===== src/rtl/irqst_pkg.sv =====
package irqst_pkg;
    localparam int EVT_W   = 15;
    localparam int STAT_W  = 32;
    localparam int IRQ_W   = 17;
    localparam int ERR_W   = 3;
    localparam int RXST_W  = 3;

    localparam int B_TXDONE = 0;
    localparam int B_RSV4   = 4;
    localparam int B_BUSERR = 13;
    localparam int B_TXEARLY = 10;
    localparam int B_ABN    = 15;
    localparam int B_NRM    = 16;
    localparam int ERR_LO   = 23;

    // bits 0,2,6
    localparam logic [EVT_W-1:0] NRM_SET  = 15'h0045;
    // bits 1,3,5,7,8,9,10,11,13
    localparam logic [EVT_W-1:0] ABN_SET  = 15'h2FAA;
    // every position except 4
    localparam logic [EVT_W-1:0] LIVE_SET = 15'h7FEF;

    typedef struct packed {
        logic nrm;
        logic abn;
    } summ_t;

    function automatic summ_t summarise(input logic [EVT_W-1:0] st);
        summ_t s;
        s.nrm = |(st & NRM_SET);
        s.abn = |(st & ABN_SET);
        return s;
    endfunction
endpackage


===== src/rtl/irqst_flag.sv =====
module irqst_flag (
    input  logic clk,
    input  logic rst,
    input  logic set_ev,
    input  logic clr_wr,
    input  logic auto_clr,
    output logic q
);
    always_ff @(posedge clk) begin
        if (rst)                   q <= 1'b0;
        else if (set_ev)           q <= 1'b1;
        else if (clr_wr | auto_clr) q <= 1'b0;
    end


    set_wins_chk: assert property (@(posedge clk) disable iff (rst)
        set_ev |=> q);

    clr_chk: assert property (@(posedge clk) disable iff (rst)
        (clr_wr && !set_ev) |=> !q);

    hold_chk: assert property (@(posedge clk) disable iff (rst)
        (q && !set_ev && !clr_wr && !auto_clr) |=> q);
endmodule


===== src/rtl/irqst_errcap.sv =====
module irqst_errcap #(
    parameter int ERR_W = irqst_pkg::ERR_W
) (
    input  logic             clk,
    input  logic             rst,
    input  logic             cap,
    input  logic [ERR_W-1:0] code_in,
    output logic [ERR_W-1:0] code_q
);
    always_ff @(posedge clk) begin
        if (rst)      code_q <= '0;
        else if (cap) code_q <= code_in;
    end


    cap_chk: assert property (@(posedge clk) disable iff (rst)
        cap |=> code_q == $past(code_in));

    keep_chk: assert property (@(posedge clk) disable iff (rst)
        !cap |=> $stable(code_q));
endmodule


===== src/rtl/irqst_summary.sv =====
module irqst_summary
    import irqst_pkg::*;
(
    input  logic [EVT_W-1:0] sticky,
    input  logic [IRQ_W-1:0] mask,
    output summ_t            summ,
    output logic             irq
);
    always_comb begin
        summ = summarise(sticky);
        irq  = |({summ.nrm, summ.abn, sticky} & mask);
    end
endmodule


===== src/rtl/nic_irq_status.sv =====
module nic_irq_status
    import irqst_pkg::*;
#(
    parameter int ERR_BITS = irqst_pkg::ERR_W,
    parameter int RX_BITS  = irqst_pkg::RXST_W
) (
    input  logic                clk,
    input  logic                rst,
    input  logic [EVT_W-1:0]    evt_pulse,
    input  logic [ERR_BITS-1:0] bus_err_code,
    input  logic [RX_BITS-1:0]  rx_state_in,
    input  logic                wr_en,
    input  logic [STAT_W-1:0]   wr_data,
    input  logic [IRQ_W-1:0]    irq_mask,
    output logic [STAT_W-1:0]   status_word,
    output logic                irq,
    output logic [RX_BITS-1:0]  rx_state_code
);
    logic [EVT_W-1:0]    sticky;
    logic [ERR_BITS-1:0] err_q;
    summ_t               summ;

    for (genvar i = 0; i < EVT_W; i++) begin : g_bit
        if (LIVE_SET[i]) begin : g_live
            irqst_flag u_flag (
                .clk      (clk),
                .rst      (rst),
                .set_ev   (evt_pulse[i]),
                .clr_wr   (wr_en & wr_data[i]),
                .auto_clr ((i == B_TXEARLY) ? evt_pulse[B_TXDONE] : 1'b0),
                .q        (sticky[i])
            );
        end else begin : g_hole
            assign sticky[i] = 1'b0;
        end
    end

    irqst_errcap #(.ERR_W(ERR_BITS)) u_err (
        .clk     (clk),
        .rst     (rst),
        .cap     (evt_pulse[B_BUSERR]),
        .code_in (bus_err_code),
        .code_q  (err_q)
    );

    irqst_summary u_sum (
        .sticky (sticky),
        .mask   (irq_mask),
        .summ   (summ),
        .irq    (irq)
    );

    always_ff @(posedge clk) begin
        if (rst) rx_state_code <= '0;
        else     rx_state_code <= rx_state_in;
    end

    always_comb begin
        status_word                   = '0;
        status_word[EVT_W-1:0]        = sticky;
        status_word[B_ABN]            = summ.abn;
        status_word[B_NRM]            = summ.nrm;
        status_word[ERR_LO +: ERR_BITS] = err_q;
    end

    logic unused_bits;
    assign unused_bits = ^{evt_pulse[B_RSV4], wr_data[STAT_W-1:EVT_W]};


    early_autoclr_chk: assert property (@(posedge clk) disable iff (rst)
        (evt_pulse[B_TXDONE] && !evt_pulse[B_TXEARLY]) |=> !status_word[B_TXEARLY]);

    nrm_rise_chk: assert property (@(posedge clk) disable iff (rst)
        $rose(status_word[B_NRM]) |-> $past(|(evt_pulse & NRM_SET)));

    abn_rise_chk: assert property (@(posedge clk) disable iff (rst)
        $rose(status_word[B_ABN]) |-> $past(|(evt_pulse & ABN_SET)));

    rx_delay_chk: assert property (@(posedge clk) disable iff (rst)
        1'b1 |=> rx_state_code == $past(rx_state_in));
endmodule


===== config.mk =====
export PLATFORM = sky130hd
export DESIGN_NAME = nic_irq_status
export DESIGN_NICKNAME = d
export VERILOG_FILES = /design/src/rtl/irqst_pkg.sv /design/src/rtl/irqst_flag.sv /design/src/rtl/irqst_errcap.sv /design/src/rtl/irqst_summary.sv /design/src/rtl/nic_irq_status.sv
export SDC_FILE = /design/constraint.sdc
export NUM_CORES = 1
export LEC_CHECK = 0
export ABC_AREA = 1
export CELL_PAD_IN_SITES_DETAIL_PLACEMENT = 1
export CELL_PAD_IN_SITES_GLOBAL_PLACEMENT = 1
export CORE_MARGIN = 2
export CORE_UTILIZATION = 39
export CTS_CLUSTER_SIZE = 28
export DETAILED_ROUTE_END_ITERATION = 10
export DONT_BUFFER_PORTS = 1
export GPL_TIMING_DRIVEN = 0
export PLACE_DENSITY_LB_ADDON = 0.1
export SYNTH_ARGS = -nofsm -noshare
export SYNTH_HDL_FRONTEND = slang
export SYNTH_HIERARCHICAL = 1
export SYNTH_SLANG_ARGS = --single-unit
export TNS_END_PERCENT = 50

===== constraint.sdc =====
create_clock -name clk -period 0.85 [get_ports clk]
set_input_delay 0.1275 -clock clk [delete_from_list [all_inputs] [get_ports clk]]
set_output_delay 0.1275 -clock clk [all_outputs]
set_load 0.05 [all_outputs]

==> results.py <==
metrics = {
    "clock_tree": {
        "clock_latency_ps": 310,
        "cts_tree": "built",
        "cts-root-buf": "clkbuf_4",
        "holdBufCountCts": 8,
        "clock_path_buffers": 2,
        "numClockSinks": 20,
        "path_clk_slew_ps": 130,
        "postCtsSetupBuffers": 0,
        "cts_max_level": 1,
        "cts_buffers": 3,
    },
    "sta": {
        "max_freq_mhz": 642,
        "fin_setup_tns_ps": -2940,
        "finalSetupViolCount": 23,
        "fin_crit_sh_pct": 183,
        "drv_slew": 0,
        "fin_skew_ps": 0,
        "min_period_ps": 1560,
        "hold_violations": 14,
        "holdWs_ps": -149,
        "worst_slack_ps": -708,
        "rsz0062_at_grt": "yes",
    },
    "layout": {
        "n_antenna_cell": 0,
        "final_area_sq_um": 1730,
        "area_delta_synth_final_pct": 33.0,
        "drive_gt1_share_pct": 33.8,
        "finalNetCount": 311,
    },
    "yosys": {
        "synth-edff-count": 0,
        "ys.flop_type": "dfxtp_1",
        "synthCells": 199,
        "synth_top_area_share_pct": 30.7,
        "synthesis.area_sq_um": 1300,
        "synthArstFlopShare_pct": 0,
        "ys_ff_latch": 20,
        "yosysUniqueCellTypes": 14,
        "synth_top_cells_by_count": "66 x inv_1, 46 x nand2_1, 20 x dfxtp_1",
        "synth_warnings": 6,
        "synth_top_area_cell": "dfxtp_1",
        "avgSynthCellArea_sq_um": 6.55,
        "seq_area_frac_synth_pct": 30.7,
        "post-synth-top-count-cell": "inv_1",
        "netlist_top_cells_area": "dfxtp_1 31%, inv_1 19%, nand2_1 13%",
    },
    "global_route": {
        "grt_pass1_vias": 1301,
        "grtUsageTotal_pct": 19.4,
        "overflow": 0,
        "grt_pass1_wl_microns": 5340,
        "grt_max_degree": 19,
        "antenna_found_initial": 0,
    },
    "power": {
        "leakage_nw": 0.924,
        "power_frac_comb_pct": 22.9,
        "seq_power_share_pct": 50.1,
        "power_switching_mw": 0.988,
        "clkPwrFrac_pct": 27.0,
        "power_density_nw_per_um2": 1460,
        "sw_frac_of_total_pct": 38.9,
        "max-vdd-ir-drop_mv": 0.698,
        "total_power_mw": 2.54,
        "p_int_mw": 1.55,
    },
    "setup_path": {
        "worstPathRequired_ps": 720,
        "crit_type": "reg -> out",
        "cp-start-kind": "flop",
        "setup.worst_path.start": "g_bit[0].g_live.u_flag/q",
        "arrival_ps": 1430,
        "reg2reg_from": "g_bit[9].g_live.u_flag/q",
        "end_kind": "primary output",
        "path_max_fanout": 4,
    },
    "floorplan": {
        "placementRows": 20,
        "initial_core_util_pct": 42.0,
        "core_sq_um": 3100,
        "fp.dieH_microns": 61.8,
        "dieWidth_microns": 61.8,
        "ios": 109,
        "die_area_sq_um": 3820,
    },
    "detailed_routing": {
        "drc": 0,
        "antenna_left": 0,
        "first_iter_violations": 28,
        "vias_per_cell": 4.19,
        "wl_per_cell_microns": 12.6,
        "routed_wl_microns": 3540,
        "vias": 1176,
        "firstDrtPassIters": 2,
    },
    "place": {
        "place_area_sq_um": 1510,
        "dp_hpwl_microns": 2700,
        "port_buffers": 0,
        "preCtsSetupSlack_ps": -465,
        "place.gp.congestion": 0.626,
    },
    "worst_hold_path": {
        "hp-class": "in -> reg",
        "min_from": "rst",
    },
    "status": {
        "status": "finished, violations left",
        "violations": "negative hold slack, negative setup slack",
    },
    "run": {
        "maxCapViolations": 0,
    },
}
[final cells by class]
type	count	area, sq um
Timing Repair Buffer	8	80.1
Tap cell	44	55.1
Sequential cell	20	475
Inverter	66	248
Multi-Input combinational cell	125	718
Buffer	14	109
Clock buffer	4	47.5
Fill cell	441	1370
[routing by layer]
metal  vias up  share of wire, %  GRT usage, %  wire length, microns
met5         -                 0             0                     0
met4         0               1.3          5.47                    46
met3         4               7.4          3.52                   263
met2        57                55          40.6                  1950
met1       514                36          18.6                  1280
li1        601                 -             -                     -
[flip-flops by register name, summed over array words and instances (netlist names)]
| signal | cells |
|---|---|
| g_bit.g_live.u_flag/q | 14 |
| rx_state_code | 3 |
| u_err/code_q | 3 |
[kinds of logic (layout without fill, tap and decap cells)]
kind of cell	count (synthesis)	after routing	share of synthesized area [%]
simple gates	83	83	31.8
other cells	1	27	0.288
compound gates	15	15	9.80
flops	20	20	30.7
buf+inv	80	92	27.4
[stage by stage]
step | std cells | utilization (%)
2_1_floorplan | 225 | -
3_3_place_gp | 269 | 48.8
3_5_place_dp | 269 | 48.8
4_1_cts | 281 | 54.6
5_1_grt | 281 | 55.8
6_report | 281 | 55.8
[worst paths after layout]
path / end / slack, ps / cells after the start
setup / recovery: irq / -710 / 6
hold reg to reg: g_bit[12].g_live.u_flag/q / 590 / 2
hold / removal: g_bit[2].g_live.u_flag/q / -150 / 1
setup reg to reg: g_bit[9].g_live.u_flag/q / 40 / 2
[timing repair]
action                                 4_1_cts  5_1_grt
setup endpoints to repair                   27       23
pin swaps                                    5        9
resized for setup                           24        8
endpoints found under the hold margin       20       14
[cell usage in the layout (no fill, tap or decap)]
cell type / instances
a21oi_2: 14
buf_4: 13
buf_6: 1
clkbuf_16: 1
clkbuf_4: 3
conb_1: 27
dfxtp_4: 20
dlygate4sd3_1: 8
inv_1: 65
inv_2: 1
nand2_1: 44
nand2_4: 3
nand3_2: 15
nand3_4: 1
nor2_1: 12
nor2_2: 2
nor2_4: 5
o21ai_1: 1
or2_4: 1
[worst max-delay path, stage by stage (launching register included)]
cell and delay [ps]:
dfxtp_4 440, nor2_4 140, nand2_4 140, nand2_4 100
nand3_4 60, nor2_4 110, nand2_4 120
[power by group through the flow]
stage	combinational (mW)	sequential, mW	clock [mW]
after global placement	0.478	1.29	0
after global routing	0.638	1.29	0.749
after detailed placement	0.498	1.30	0
final	0.580	1.27	0.685
after floorplan	0.451	1.27	0
after CTS	0.548	1.27	0.709
Note: power is estimated with default switching activity, not from simulation.
